## src/rtl/flash_cmd_pkg.sv

```systemverilog
package flash_cmd_pkg;

  typedef enum logic [1:0] {
    MODE_READ   = 2'd0,
    MODE_AUTO   = 2'd1,
    MODE_BYPASS = 2'd2,
    MODE_QUERY  = 2'd3
  } mode_e;

  typedef enum logic [3:0] {
    ST_IDLE, ST_UNL1, ST_UNL2, ST_PGM, ST_ER3, ST_ER4, ST_ER5, ST_BPGM, ST_BRST
  } step_e;

  typedef enum logic [3:0] {
    CMD_NONE        = 4'd0,
    CMD_RESET       = 4'd1,
    CMD_AUTOSEL     = 4'd2,
    CMD_PROG        = 4'd3,
    CMD_BYP_ENTER   = 4'd4,
    CMD_BYP_PROG    = 4'd5,
    CMD_BYP_EXIT    = 4'd6,
    CMD_CHIP_ERASE  = 4'd7,
    CMD_BLOCK_ERASE = 4'd8,
    CMD_SUSPEND     = 4'd9
  } cmd_e;

  localparam int NUM_PULSE = 9;
  localparam int KEY_W     = 12;

  localparam logic [7:0] D_UNL1   = 8'hAA;
  localparam logic [7:0] D_UNL2   = 8'h55;
  localparam logic [7:0] D_AUTO   = 8'h90;
  localparam logic [7:0] D_PROG   = 8'hA0;
  localparam logic [7:0] D_BYPASS = 8'h20;
  localparam logic [7:0] D_ERASE  = 8'h80;
  localparam logic [7:0] D_CHIP   = 8'h10;
  localparam logic [7:0] D_BLOCK  = 8'h30;
  localparam logic [7:0] D_RESET  = 8'hF0;
  localparam logic [7:0] D_QUERY  = 8'h98;
  localparam logic [7:0] D_SUSP   = 8'hB0;
  localparam logic [7:0] D_BEXIT  = 8'h00;

endpackage

```

## src/rtl/fcd_addr_match.sv

```systemverilog
module fcd_addr_match
  import flash_cmd_pkg::*;
#(
  parameter logic [KEY_W-1:0] W_UNL1  = 12'h555,
  parameter logic [KEY_W-1:0] W_UNL2  = 12'h2AA,
  parameter logic [KEY_W-1:0] W_QUERY = 12'h055
) (
  input  logic [KEY_W-1:0] addr_lo,
  input  logic             byte_mode,
  output logic             hit_unl1,
  output logic             hit_unl2,
  output logic             hit_query
);
  // Byte mode shifts every word address up by one (the extra low bit).
  localparam logic [KEY_W-1:0] B_UNL1  = {W_UNL1[KEY_W-2:0], 1'b0};
  localparam logic [KEY_W-1:0] B_UNL2  = {W_UNL2[KEY_W-2:0], 1'b0} | 12'h001;
  localparam logic [KEY_W-1:0] B_QUERY = {W_QUERY[KEY_W-2:0], 1'b0};

  logic [KEY_W-1:0] key;

  always_comb begin
    key       = byte_mode ? addr_lo : {1'b0, addr_lo[KEY_W-2:0]};
    hit_unl1  = key == (byte_mode ? B_UNL1  : W_UNL1);
    hit_unl2  = key == (byte_mode ? B_UNL2  : W_UNL2);
    hit_query = key == (byte_mode ? B_QUERY : W_QUERY);
  end
endmodule

```

## src/rtl/fcd_seq_fsm.sv

```systemverilog
module fcd_seq_fsm
  import flash_cmd_pkg::*;
(
  input  logic       clk,
  input  logic       rst,
  input  logic       wr_stb,
  input  logic       busy,
  input  logic [7:0] dat,
  input  logic       hit_unl1,
  input  logic       hit_unl2,
  input  logic       hit_query,
  output cmd_e       code,
  output mode_e      mode_q
);
  step_e step_q, step_n;
  mode_e mode_n;
  logic  blk_q, blk_n;

  always_comb begin
    step_n = step_q;
    mode_n = mode_q;
    blk_n  = blk_q;
    code   = CMD_NONE;
    if (wr_stb) begin
      if (busy) begin
        if (dat == D_SUSP && blk_q) code = CMD_SUSPEND;
      end else begin
        blk_n = 1'b0;
        if (mode_q == MODE_BYPASS) begin
          step_n = ST_IDLE;
          case (step_q)
            ST_BPGM: code = CMD_BYP_PROG;
            ST_BRST: if (dat == D_BEXIT) begin
              code   = CMD_BYP_EXIT;
              mode_n = MODE_READ;
            end
            default: if (dat == D_PROG) step_n = ST_BPGM;
                     else if (dat == D_AUTO) step_n = ST_BRST;
          endcase
        end else if (step_q == ST_PGM) begin
          code   = CMD_PROG;
          step_n = ST_IDLE;
        end else if (dat == D_RESET) begin
          code   = CMD_RESET;
          mode_n = MODE_READ;
          step_n = ST_IDLE;
        end else begin
          step_n = ST_IDLE;
          case (step_q)
            ST_IDLE: begin
              if (hit_unl1 && dat == D_UNL1) step_n = ST_UNL1;
              else if (hit_query && dat == D_QUERY && mode_q != MODE_QUERY) mode_n = MODE_QUERY;
            end
            ST_UNL1: if (hit_unl2 && dat == D_UNL2) step_n = ST_UNL2;
            ST_UNL2: if (hit_unl1 && mode_q == MODE_READ) begin
              case (dat)
                D_AUTO:   begin code = CMD_AUTOSEL;   mode_n = MODE_AUTO;   end
                D_BYPASS: begin code = CMD_BYP_ENTER; mode_n = MODE_BYPASS; end
                D_PROG:   step_n = ST_PGM;
                D_ERASE:  step_n = ST_ER3;
                default:  step_n = ST_IDLE;
              endcase
            end
            ST_ER3: if (hit_unl1 && dat == D_UNL1) step_n = ST_ER4;
            ST_ER4: if (hit_unl2 && dat == D_UNL2) step_n = ST_ER5;
            ST_ER5: begin
              if (hit_unl1 && dat == D_CHIP) code = CMD_CHIP_ERASE;
              else if (dat == D_BLOCK) begin
                code  = CMD_BLOCK_ERASE;
                blk_n = 1'b1;
              end
            end
            default: step_n = ST_IDLE;
          endcase
        end
      end
    end
  end

  always_ff @(posedge clk) begin
    if (rst) begin
      step_q <= ST_IDLE;
      mode_q <= MODE_READ;
      blk_q  <= 1'b0;
    end else begin
      step_q <= step_n;
      mode_q <= mode_n;
      blk_q  <= blk_n;
    end
  end

  // auto select holds against every write except reset and query
  a_r8_auto_locked: assert property (@(posedge clk) disable iff (rst)
    (mode_q == MODE_AUTO && wr_stb && !busy && dat != D_RESET && dat != D_QUERY)
      |=> (mode_q == MODE_AUTO));

  // query mode is left only through a reset write
  a_r9_query_exit: assert property (@(posedge clk) disable iff (rst)
    (mode_q == MODE_QUERY && !(wr_stb && !busy && dat == D_RESET)) |=> (mode_q == MODE_QUERY));
endmodule

```

## src/rtl/fcd_cmd_out.sv

```systemverilog
module fcd_cmd_out
  import flash_cmd_pkg::*;
#(
  parameter int ADDR_W = 20,
  parameter int DATA_W = 16,
  parameter int NP     = NUM_PULSE
) (
  input  logic              clk,
  input  logic              rst,
  input  cmd_e              code,
  input  logic [ADDR_W-1:0] addr,
  input  logic [DATA_W-1:0] data,
  output logic [NP-1:0]     pulse,
  output logic [ADDR_W-1:0] addr_q,
  output logic [DATA_W-1:0] data_q
);
  for (genvar i = 0; i < NP; i++) begin : g_pulse
    always_ff @(posedge clk) begin
      if (rst) pulse[i] <= 1'b0;
      else     pulse[i] <= (code == cmd_e'(i + 1));
    end
  end

  logic take_addr, take_data;
  assign take_data = (code == CMD_PROG) || (code == CMD_BYP_PROG);
  assign take_addr = take_data || (code == CMD_BLOCK_ERASE);

  always_ff @(posedge clk) begin
    if (rst) begin
      addr_q <= '0;
      data_q <= '0;
    end else begin
      if (take_addr) addr_q <= addr;
      if (take_data) data_q <= data;
    end
  end

  // no two command pulses together
  a_r12_onehot: assert property (@(posedge clk) disable iff (rst) $onehot0(pulse));
endmodule

```

## src/rtl/flash_cmd_decoder.sv

```systemverilog
module flash_cmd_decoder
  import flash_cmd_pkg::*;
#(
  parameter int ADDR_W = 20,
  parameter int DATA_W = 16
) (
  input  logic              clk,
  input  logic              rst,
  input  logic              wr_stb,
  input  logic [ADDR_W-1:0] wr_addr,
  input  logic [DATA_W-1:0] wr_data,
  input  logic              byte_mode,
  input  logic              busy,
  output logic              cmd_reset,
  output logic              cmd_autosel,
  output logic              cmd_prog,
  output logic              cmd_bypass_enter,
  output logic              cmd_bypass_prog,
  output logic              cmd_bypass_exit,
  output logic              cmd_chip_erase,
  output logic              cmd_block_erase,
  output logic              cmd_suspend,
  output logic [ADDR_W-1:0] cmd_addr,
  output logic [DATA_W-1:0] cmd_data,
  output logic [1:0]        mode
);
  logic              hit_unl1, hit_unl2, hit_query;
  cmd_e              code;
  mode_e             mode_q;
  logic [NUM_PULSE-1:0] pulse;

  fcd_addr_match u_match (
    .addr_lo   (wr_addr[KEY_W-1:0]),
    .byte_mode (byte_mode),
    .hit_unl1  (hit_unl1),
    .hit_unl2  (hit_unl2),
    .hit_query (hit_query)
  );

  fcd_seq_fsm u_fsm (
    .clk       (clk),
    .rst       (rst),
    .wr_stb    (wr_stb),
    .busy      (busy),
    .dat       (wr_data[7:0]),
    .hit_unl1  (hit_unl1),
    .hit_unl2  (hit_unl2),
    .hit_query (hit_query),
    .code      (code),
    .mode_q    (mode_q)
  );

  fcd_cmd_out #(.ADDR_W(ADDR_W), .DATA_W(DATA_W), .NP(NUM_PULSE)) u_out (
    .clk    (clk),
    .rst    (rst),
    .code   (code),
    .addr   (wr_addr),
    .data   (wr_data),
    .pulse  (pulse),
    .addr_q (cmd_addr),
    .data_q (cmd_data)
  );

  assign {cmd_suspend, cmd_block_erase, cmd_chip_erase, cmd_bypass_exit, cmd_bypass_prog,
          cmd_bypass_enter, cmd_prog, cmd_autosel, cmd_reset} = pulse;
  assign mode = mode_q;

  // a pulse always follows a write strobe
  a_r12_after_write: assert property (@(posedge clk) disable iff (rst)
    (|pulse) |-> $past(wr_stb));

  // a busy non-suspend write leaves everything untouched
  a_r11_busy_ignored: assert property (@(posedge clk) disable iff (rst)
    (wr_stb && busy && wr_data[7:0] != D_SUSP) |=> (pulse == '0 && $stable(mode)));

  // the latched pair is the write that completed the program
  a_r4_prog_latch: assert property (@(posedge clk) disable iff (rst)
    (cmd_prog || cmd_bypass_prog) |-> (cmd_addr == $past(wr_addr) && cmd_data == $past(wr_data)));

  // a reset byte does not leave bypass mode
  a_r7_bypass_sticky: assert property (@(posedge clk) disable iff (rst)
    (mode == 2'd2 && wr_stb && !busy && wr_data[7:0] == D_RESET) |=> (mode == 2'd2));
endmodule

```

## config.mk

```make
export PLATFORM = sky130hd
export DESIGN_NAME = flash_cmd_decoder
export DESIGN_NICKNAME = d
export VERILOG_FILES = /design/src/rtl/flash_cmd_pkg.sv /design/src/rtl/fcd_addr_match.sv /design/src/rtl/fcd_seq_fsm.sv /design/src/rtl/fcd_cmd_out.sv /design/src/rtl/flash_cmd_decoder.sv
export SDC_FILE = /design/constraint.sdc
export NUM_CORES = 1
export LEC_CHECK = 0
export ABC_AREA = 1
export BUFFER_PORTS_ARGS = -buffer_cell sky130_fd_sc_hd__buf_2
export CAP_MARGIN = 5
export CORE_ASPECT_RATIO = 1.25
export CORE_UTILIZATION = 45
export CTS_BUF_LIST = sky130_fd_sc_hd__clkbuf_4 sky130_fd_sc_hd__clkbuf_8
export DETAILED_ROUTE_END_ITERATION = 8
export PLACE_DENSITY = 0.74
export SLEW_MARGIN = 10
export SYNTH_ARGS = -nofsm -noshare
export SYNTH_HDL_FRONTEND = slang
export SYNTH_SLANG_ARGS = --single-unit
```

## constraint.sdc

```tcl
create_clock -name clk -period 5.8 [get_ports clk]
set_clock_uncertainty 0.2 [all_clocks]
set_input_delay 0.87 -clock clk [delete_from_list [all_inputs] [get_ports clk]]
set_output_delay 0.87 -clock clk [all_outputs]
set_load 0.02 [all_outputs]
```

==> impl_metrics.tcl, run 1 <==
set metrics [dict create \
    r2r_cells 14 \
    gp_congestion 0.910 \
    drt-initial-drc-count 105 \
    drc 0 \
    synth_warnings 0 \
    seq_area_frac_synth_pct 35.5 \
    cts_sinks 52 \
    grt_pass1_vias 2752 \
    die_h_um 92.2 \
    cp.required_ps 5800 \
    drtAntennaViolNets 0 \
    ioPinCount 88 \
    period_needed_ps 3670 \
    worst-setup-path-type "in2reg" \
    synth_compound_area_share_pct 8.66 \
    outcome "finished clean" \
    leakagePower_nw 1.98 \
    fmax_mhz 272 \
    path_max_fanout 22 \
    syn_to_final_growth_pct 18.4 \
    synth_edf_count 0 \
    syn_area_mm2 0.00293 \
    synth_top_family_by_area "simple AND/OR/NAND/NOR gates" \
    rsz0062_at_grt "no" \
    synth_simple_gate_area_share_pct 40.2 \
    hp-class "reg2reg" \
    layout-drive-gt1-share_pct 23.1 \
    gr-total-overflow 0 \
    antenna_found_initial 0 \
    cap_viol_max_count 0 \
    maxSlewHeadroom_pct 25.9 \
    initial_core_util_pct 46.9 \
    cts_root_buf "clkbuf_8" \
    synthArstFlopShare_pct 0 \
    io_buffers 87 \
    cts.clk_slew.worst_paths_ps 100 \
    avgViaCountPerCell 4.83 \
    synthDistinctLibCells 34 \
    htreeDepth 2 \
    dr.pass1.iters 4 \
    synth_xor_area_share_pct 0.555 \
    final_cell_mix "nand2_1, inv_1, buf_2" \
    hold_violations 0 \
    synth.avg_cell_area_um2 6.36 \
    synthCells 461 \
    muxShareOfSynthArea_pct 0 \
    peakVddDrop_mv 0.126 \
    ctsHoldBuffers 0 \
    die_w_um 74.2 \
    ff2ff_setup_slack_ps 2400 \
    cts_setup_buffers 0 \
    ys_ff_latch 52 \
    period_share_pct 63.3 \
    tightest_slew_ps 1100 \
    clk_path_buf_depth 2 \
    grt_pass1_wl_um 11800 \
    wl_um 7100 \
    grtUsageTotal_pct 21.7 \
    fin_util_pct 55.6 \
    slew_viol_final 0 \
    dr_total_vias 3018 \
    final_nets 580 \
    cts_tree "done" \
    startpoint_type "primary input" \
    worstSkewPairLatency_ps 300 \
    worstSetupEndpointType "flop" \
    power.density_mw_per_mm2 208 \
    cp.arrival_ps 3670 \
    hold_depth 2 \
    cts_resized 0 \
    layout_commonest_cell "nand2_1" \
    rows 32 \
    cts_made_buffers 5 \
    synthFlopType "dfxtp_1" \
    fin_tns_setup_ps 0 \
    wl_per_cell_um 11.4 \
    setup_violations 0 \
    diodes 0 \
    syn_nets 502 \
    grt_max_degree 44 \
    n_fill_cell 628 \
    dieArea_mm2 0.00684 \
    place_hpwl_um 5370 \
    synth_fa_ha_area_share_pct 0 \
    core_mm2 0.00625 \
]
-- path summary, 6_finish.rpt --
check                            endpoint                    startpoint
max          u_out.addr_q[9]$_SDFFE_PP0P_                    wr_data[1]
min              u_fsm.blk_q$_SDFFE_PP0P_      u_fsm.blk_q$_SDFFE_PP0P_
max reg2reg  u_out.addr_q[9]$_SDFFE_PP0P_  u_fsm.step_q[1]$_SDFFE_PP0P_
min reg2reg      u_fsm.blk_q$_SDFFE_PP0P_      u_fsm.blk_q$_SDFFE_PP0P_
-- flip-flops by register name (all words and copies together) (netlist names) --
signal	cells
u_out.addr_q	20
u_fsm.step_q	4
u_out.data_q	16
u_fsm.blk_q	1
u_fsm.mode_q	2
u_out.pulse	9
-- synth_stat cells, drive strengths merged (2+ instances only) --
cell / n / share of area [%]
a211oi: 2 / 0.51
nor4: 2 / 0.43
nor3: 10 / 1.9
inv: 92 / 12
clkbuf: 4 / 0.51
buf: 12 / 2.7
nand4: 28 / 6.0
nand2: 101 / 13
a21oi: 14 / 2.5
nand3: 23 / 4.6
o21ai: 22 / 3.8
nor2: 87 / 13
dfxtp: 52 / 36
a31oi: 4 / 0.85
-- logic make-up after synthesis --
family	count (synthesis)
flip-flops	52
XOR/XNOR	1
AO/OA/AOI/OAI	46
AND/OR/NAND/NOR	254
buffers and inverters	108
-- metrics by stage --
step                      cell area (um^2)  setup slack, ps  hold WS (ps)  power [mW]  cells
final                                 3470             2130           293       0.723    625
after global routing                  3470             1710           323       0.761    625
after CTS                             3470             2120           297       0.729    625
after detailed placement              3380             1800           282       0.514    617
after global placement                3380             1820           270       0.512    617
after floorplan                       2930             3120           240       0.471    461
-- power by group --
group	internal, mW	total (mW)	switching, mW
logic	0.0448	0.129	0.0842
clock network	0.0910	0.217	0.126
registers	0.369	0.377	0.00795
total	0.505	0.723	0.218
-- metal layers --
| layer | global-route usage (%) | share of wire [%] | vias to the layer above |
|---|---|---|---|
| li1 | - | - | 1591 |
| met1 | 25.7 | 45 | 1333 |
| met2 | 38.4 | 49 | 80 |
| met3 | 3.08 | 3.6 | 14 |
| met4 | 8.33 | 2.5 | 0 |
| met5 | 0 | 0 | - |
-- critical path, cell delays in order --
cell     delay, ps
buf_2          110
inv_1           80
nand2_2         80
nor2_4         200
inv_2           80
nor3_1         220
nand3_1        110
a21oi_1        260
nand3_1        600
nand3_1        800
nand2_1        120
inv_1           80
nor2_1          40
-- layout make-up --
cell class | instances | area, um^2 | share of cell area [%]
clock buffer | 6 | 76.3 | 2.20
clock inverter | 2 | 16.3 | 0.469
inverter | 92 | 348 | 10.0
multi-input combinational | 301 | 1450 | 41.7
sequential | 52 | 1040 | 30.0
tap | 85 | 106 | 3.06
timing repair buffer | 87 | 435 | 12.5
(Power assumes the default switching activity.)
==> run 2: changes to the inputs <==
ABC_AREA = 0   (was 1)
PLACE_DENSITY = 0.72   (was 0.74)
clock period = 3.4 ns   (was 5.8 ns; I/O delays follow)
==> impl_metrics.tcl, run 2 <==
set metrics [dict create \
    outcome "finished clean" \
    leakagePower_nw 1.82 \
    syn_to_final_growth_pct 16.5 \
    cts_resized 0 \
    power.density_mw_per_mm2 311 \
    power.total_mw 1.36 \
    rows 36 \
    die_w_um 83.6 \
    grt_max_degree 50 \
    stdcell_area_mm2 0.00436 \
    hp-class "in2reg" \
    top_regs "u_out.addr_q: 20 flops, u_out.data_q: 16 flops, u_out.pulse: 9 flops" \
    placed_area_mm2 0.00427 \
    whs_ps 236 \
    r2r_start "u_fsm.step_q[3]$_SDFFE_PP0P_" \
    cts_sinks 52 \
    syn_area_mm2 0.00375 \
    r2r-end "u_out.data_q[15]$_SDFFE_PP0P_" \
    die_h_um 104 \
    place_hpwl_um 7020 \
    dr_total_vias 3568 \
    synthFlopType "dfxtp_1" \
    synth_edf_count 0 \
    cp.required_ps 3450 \
    worstSkewPairLatency_ps 310 \
    hold_depth 3 \
    grt_pass1_vias 3385 \
    synth.avg_cell_area_um2 8.84 \
    hp-start "wr_data[12]" \
    fmax_mhz 346 \
    period_needed_ps 2890 \
    cts_tree "done" \
    synth.most_common_cell "nor2b_1" \
    final_nets 539 \
    ioPinCount 88 \
    layout-drive-gt1-share_pct 29.1 \
    seq_area_frac_synth_pct 27.8 \
    wl_um 9860 \
    grtUsageTotal_pct 21.9 \
    r2r_cells 8 \
    wl_per_cell_um 16.6 \
    synthCells 424 \
    diodes 0 \
    path_max_fanout 16 \
    worst-setup-path-type "reg2reg" \
    worstSetupEndpointType "flop" \
    setup_violations 0 \
    cp.arrival_ps 2940 \
    syn_nets 465 \
    core_mm2 0.00793 \
    htreeDepth 2 \
    initial_core_util_pct 47.3 \
    drc 0 \
    synth_warnings 0 \
    cts_root_buf "clkbuf_8" \
    cts.clk_slew.worst_paths_ps 120 \
    synthDistinctLibCells 59 \
    startpoint_type "flop" \
    period_share_pct 85.1 \
    cts_made_buffers 5 \
    grt_pass1_wl_um 16000 \
    yosys-top-cells-count "nor2b_1, dfxtp_1, mux2i_1" \
    peakVddDrop_mv 0.210 \
    drtAntennaViolNets 0 \
    maxSlewHeadroom_pct 40.4 \
    tightest_slew_ps 894 \
    final_cell_mix "buf_2, nor2b_1, dfxtp_1" \
    layout_commonest_cell "buf_2" \
    top_register "u_out.addr_q" \
    ff2ff_setup_slack_ps 510 \
    ctsHoldBuffers 0 \
    avgViaCountPerCell 6.01 \
    gp_congestion 0.935 \
    fin_tns_setup_ps 0 \
    clk_path_buf_depth 2 \
    io_buffers 87 \
    gr-total-overflow 0 \
    largest_reg_flops 20 \
    dieArea_mm2 0.00870 \
    drt-initial-drc-count 159 \
    antenna_found_initial 0 \
    yosysTopAreaCellShare_pct 27.8 \
    synthArstFlopShare_pct 0 \
    rsz0062_at_grt "no" \
    slew_viol_final 0 \
    dr.pass1.iters 6 \
    hold_violations 0 \
    cap_viol_max_count 0 \
    ys_ff_latch 52 \
    min_to "u_out.data_q[12]$_SDFFE_PP0P_" \
    cts_setup_buffers 0 \
    synth_area_leaders "dfxtp_1, nor2b_1, mux2i_1" \
    synth_top_area_cell "dfxtp_1" \
]
[run 2: changes by cell type after synthesis, moves of 13 or more]
cell	previous run	this run
a211oi_1	2	25
a221oi_2	0	20
inv_1	90	4
mux2i_1	0	39
nand2_1	97	13
nand2b_1	0	37
nand3_1	19	4
nand4_1	28	6
nor2_1	72	16
nor2b_1	0	65
o21ai_0	21	8
o22ai_1	1	20
[run 2: per-stage QoR]
step                utilization, %  worst slack [ps]  cells
floorplan                        -               646    424
global placement              53.8               271    586
detailed placement            53.8               268    586
CTS                           55.1               503    594
global route                  55.1               273    594
finish                        55.1               507    594
[run 2: worst max-delay path by stage]
stage | start | depth (start not counted) | endpoint
2_1_floorplan | wr_data[3] | 9 | u_out.data_q[0]$_SDFFE_PP0P_
3_3_place_gp | wr_data[3] | 9 | u_out.data_q[5]$_SDFFE_PP0P_
3_5_place_dp | wr_data[3] | 9 | u_out.data_q[15]$_SDFFE_PP0P_
4_1_cts | u_fsm.step_q[3]$_SDFFE_PP0P_ | 8 | u_out.data_q[15]$_SDFFE_PP0P_
5_1_grt | u_fsm.step_q[3]$_SDFFE_PP0P_ | 8 | u_out.data_q[7]$_SDFFE_PP0P_
6_report | u_fsm.step_q[3]$_SDFFE_PP0P_ | 8 | u_out.data_q[15]$_SDFFE_PP0P_
[run 2: where the power goes]
part	total [mW]	switching [mW]	leakage [nW]	internal, mW
combinational	0.309	0.181	1.34	0.128
sequential	0.653	0.0177	0.424	0.635
clock	0.397	0.240	0.0511	0.156
[run 2: worst max-delay path: stages (launching register included)]
cell and delay [ps]:
dfxtp_1 540, nor4b_1 370, nand4_1 240, a31oi_1 380, o211ai_1 220, a21o_1 220, a21oi_4 130, buf_4 290
mux2i_1 230
[run 2: cell type report]
type	instances	area [um^2]
Fill cell	771	3560
Tap cell	95	119
Multi-Input combinational cell	336	2530
Inverter	4	15.0
Timing Repair Buffer	99	563
Clock buffer	5	68.8
Clock inverter	3	28.8
Sequential cell	52	1040
[run 2: logic make-up (layout without fill, tap and decap cells)]
| group | Yosys count | after routing | share of synthesized area [%] |
|---|---|---|---|
| and+or+nand+nor | 192 | 192 | 32.4 |
| AOI/OAI and AO/OA | 104 | 104 | 24.1 |
| DFF | 52 | 52 | 27.8 |
| muxes | 40 | 40 | 10.7 |
| buffers and inverters | 36 | 111 | 5.01 |
[run 2: layer usage]
layer,GRT usage (%),vias up,wire [um]
li1,-,1739,-
met1,27.1,1691,4250
met2,38.7,120,4910
met3,3.17,18,508
met4,7.02,0,194
met5,0,-,0
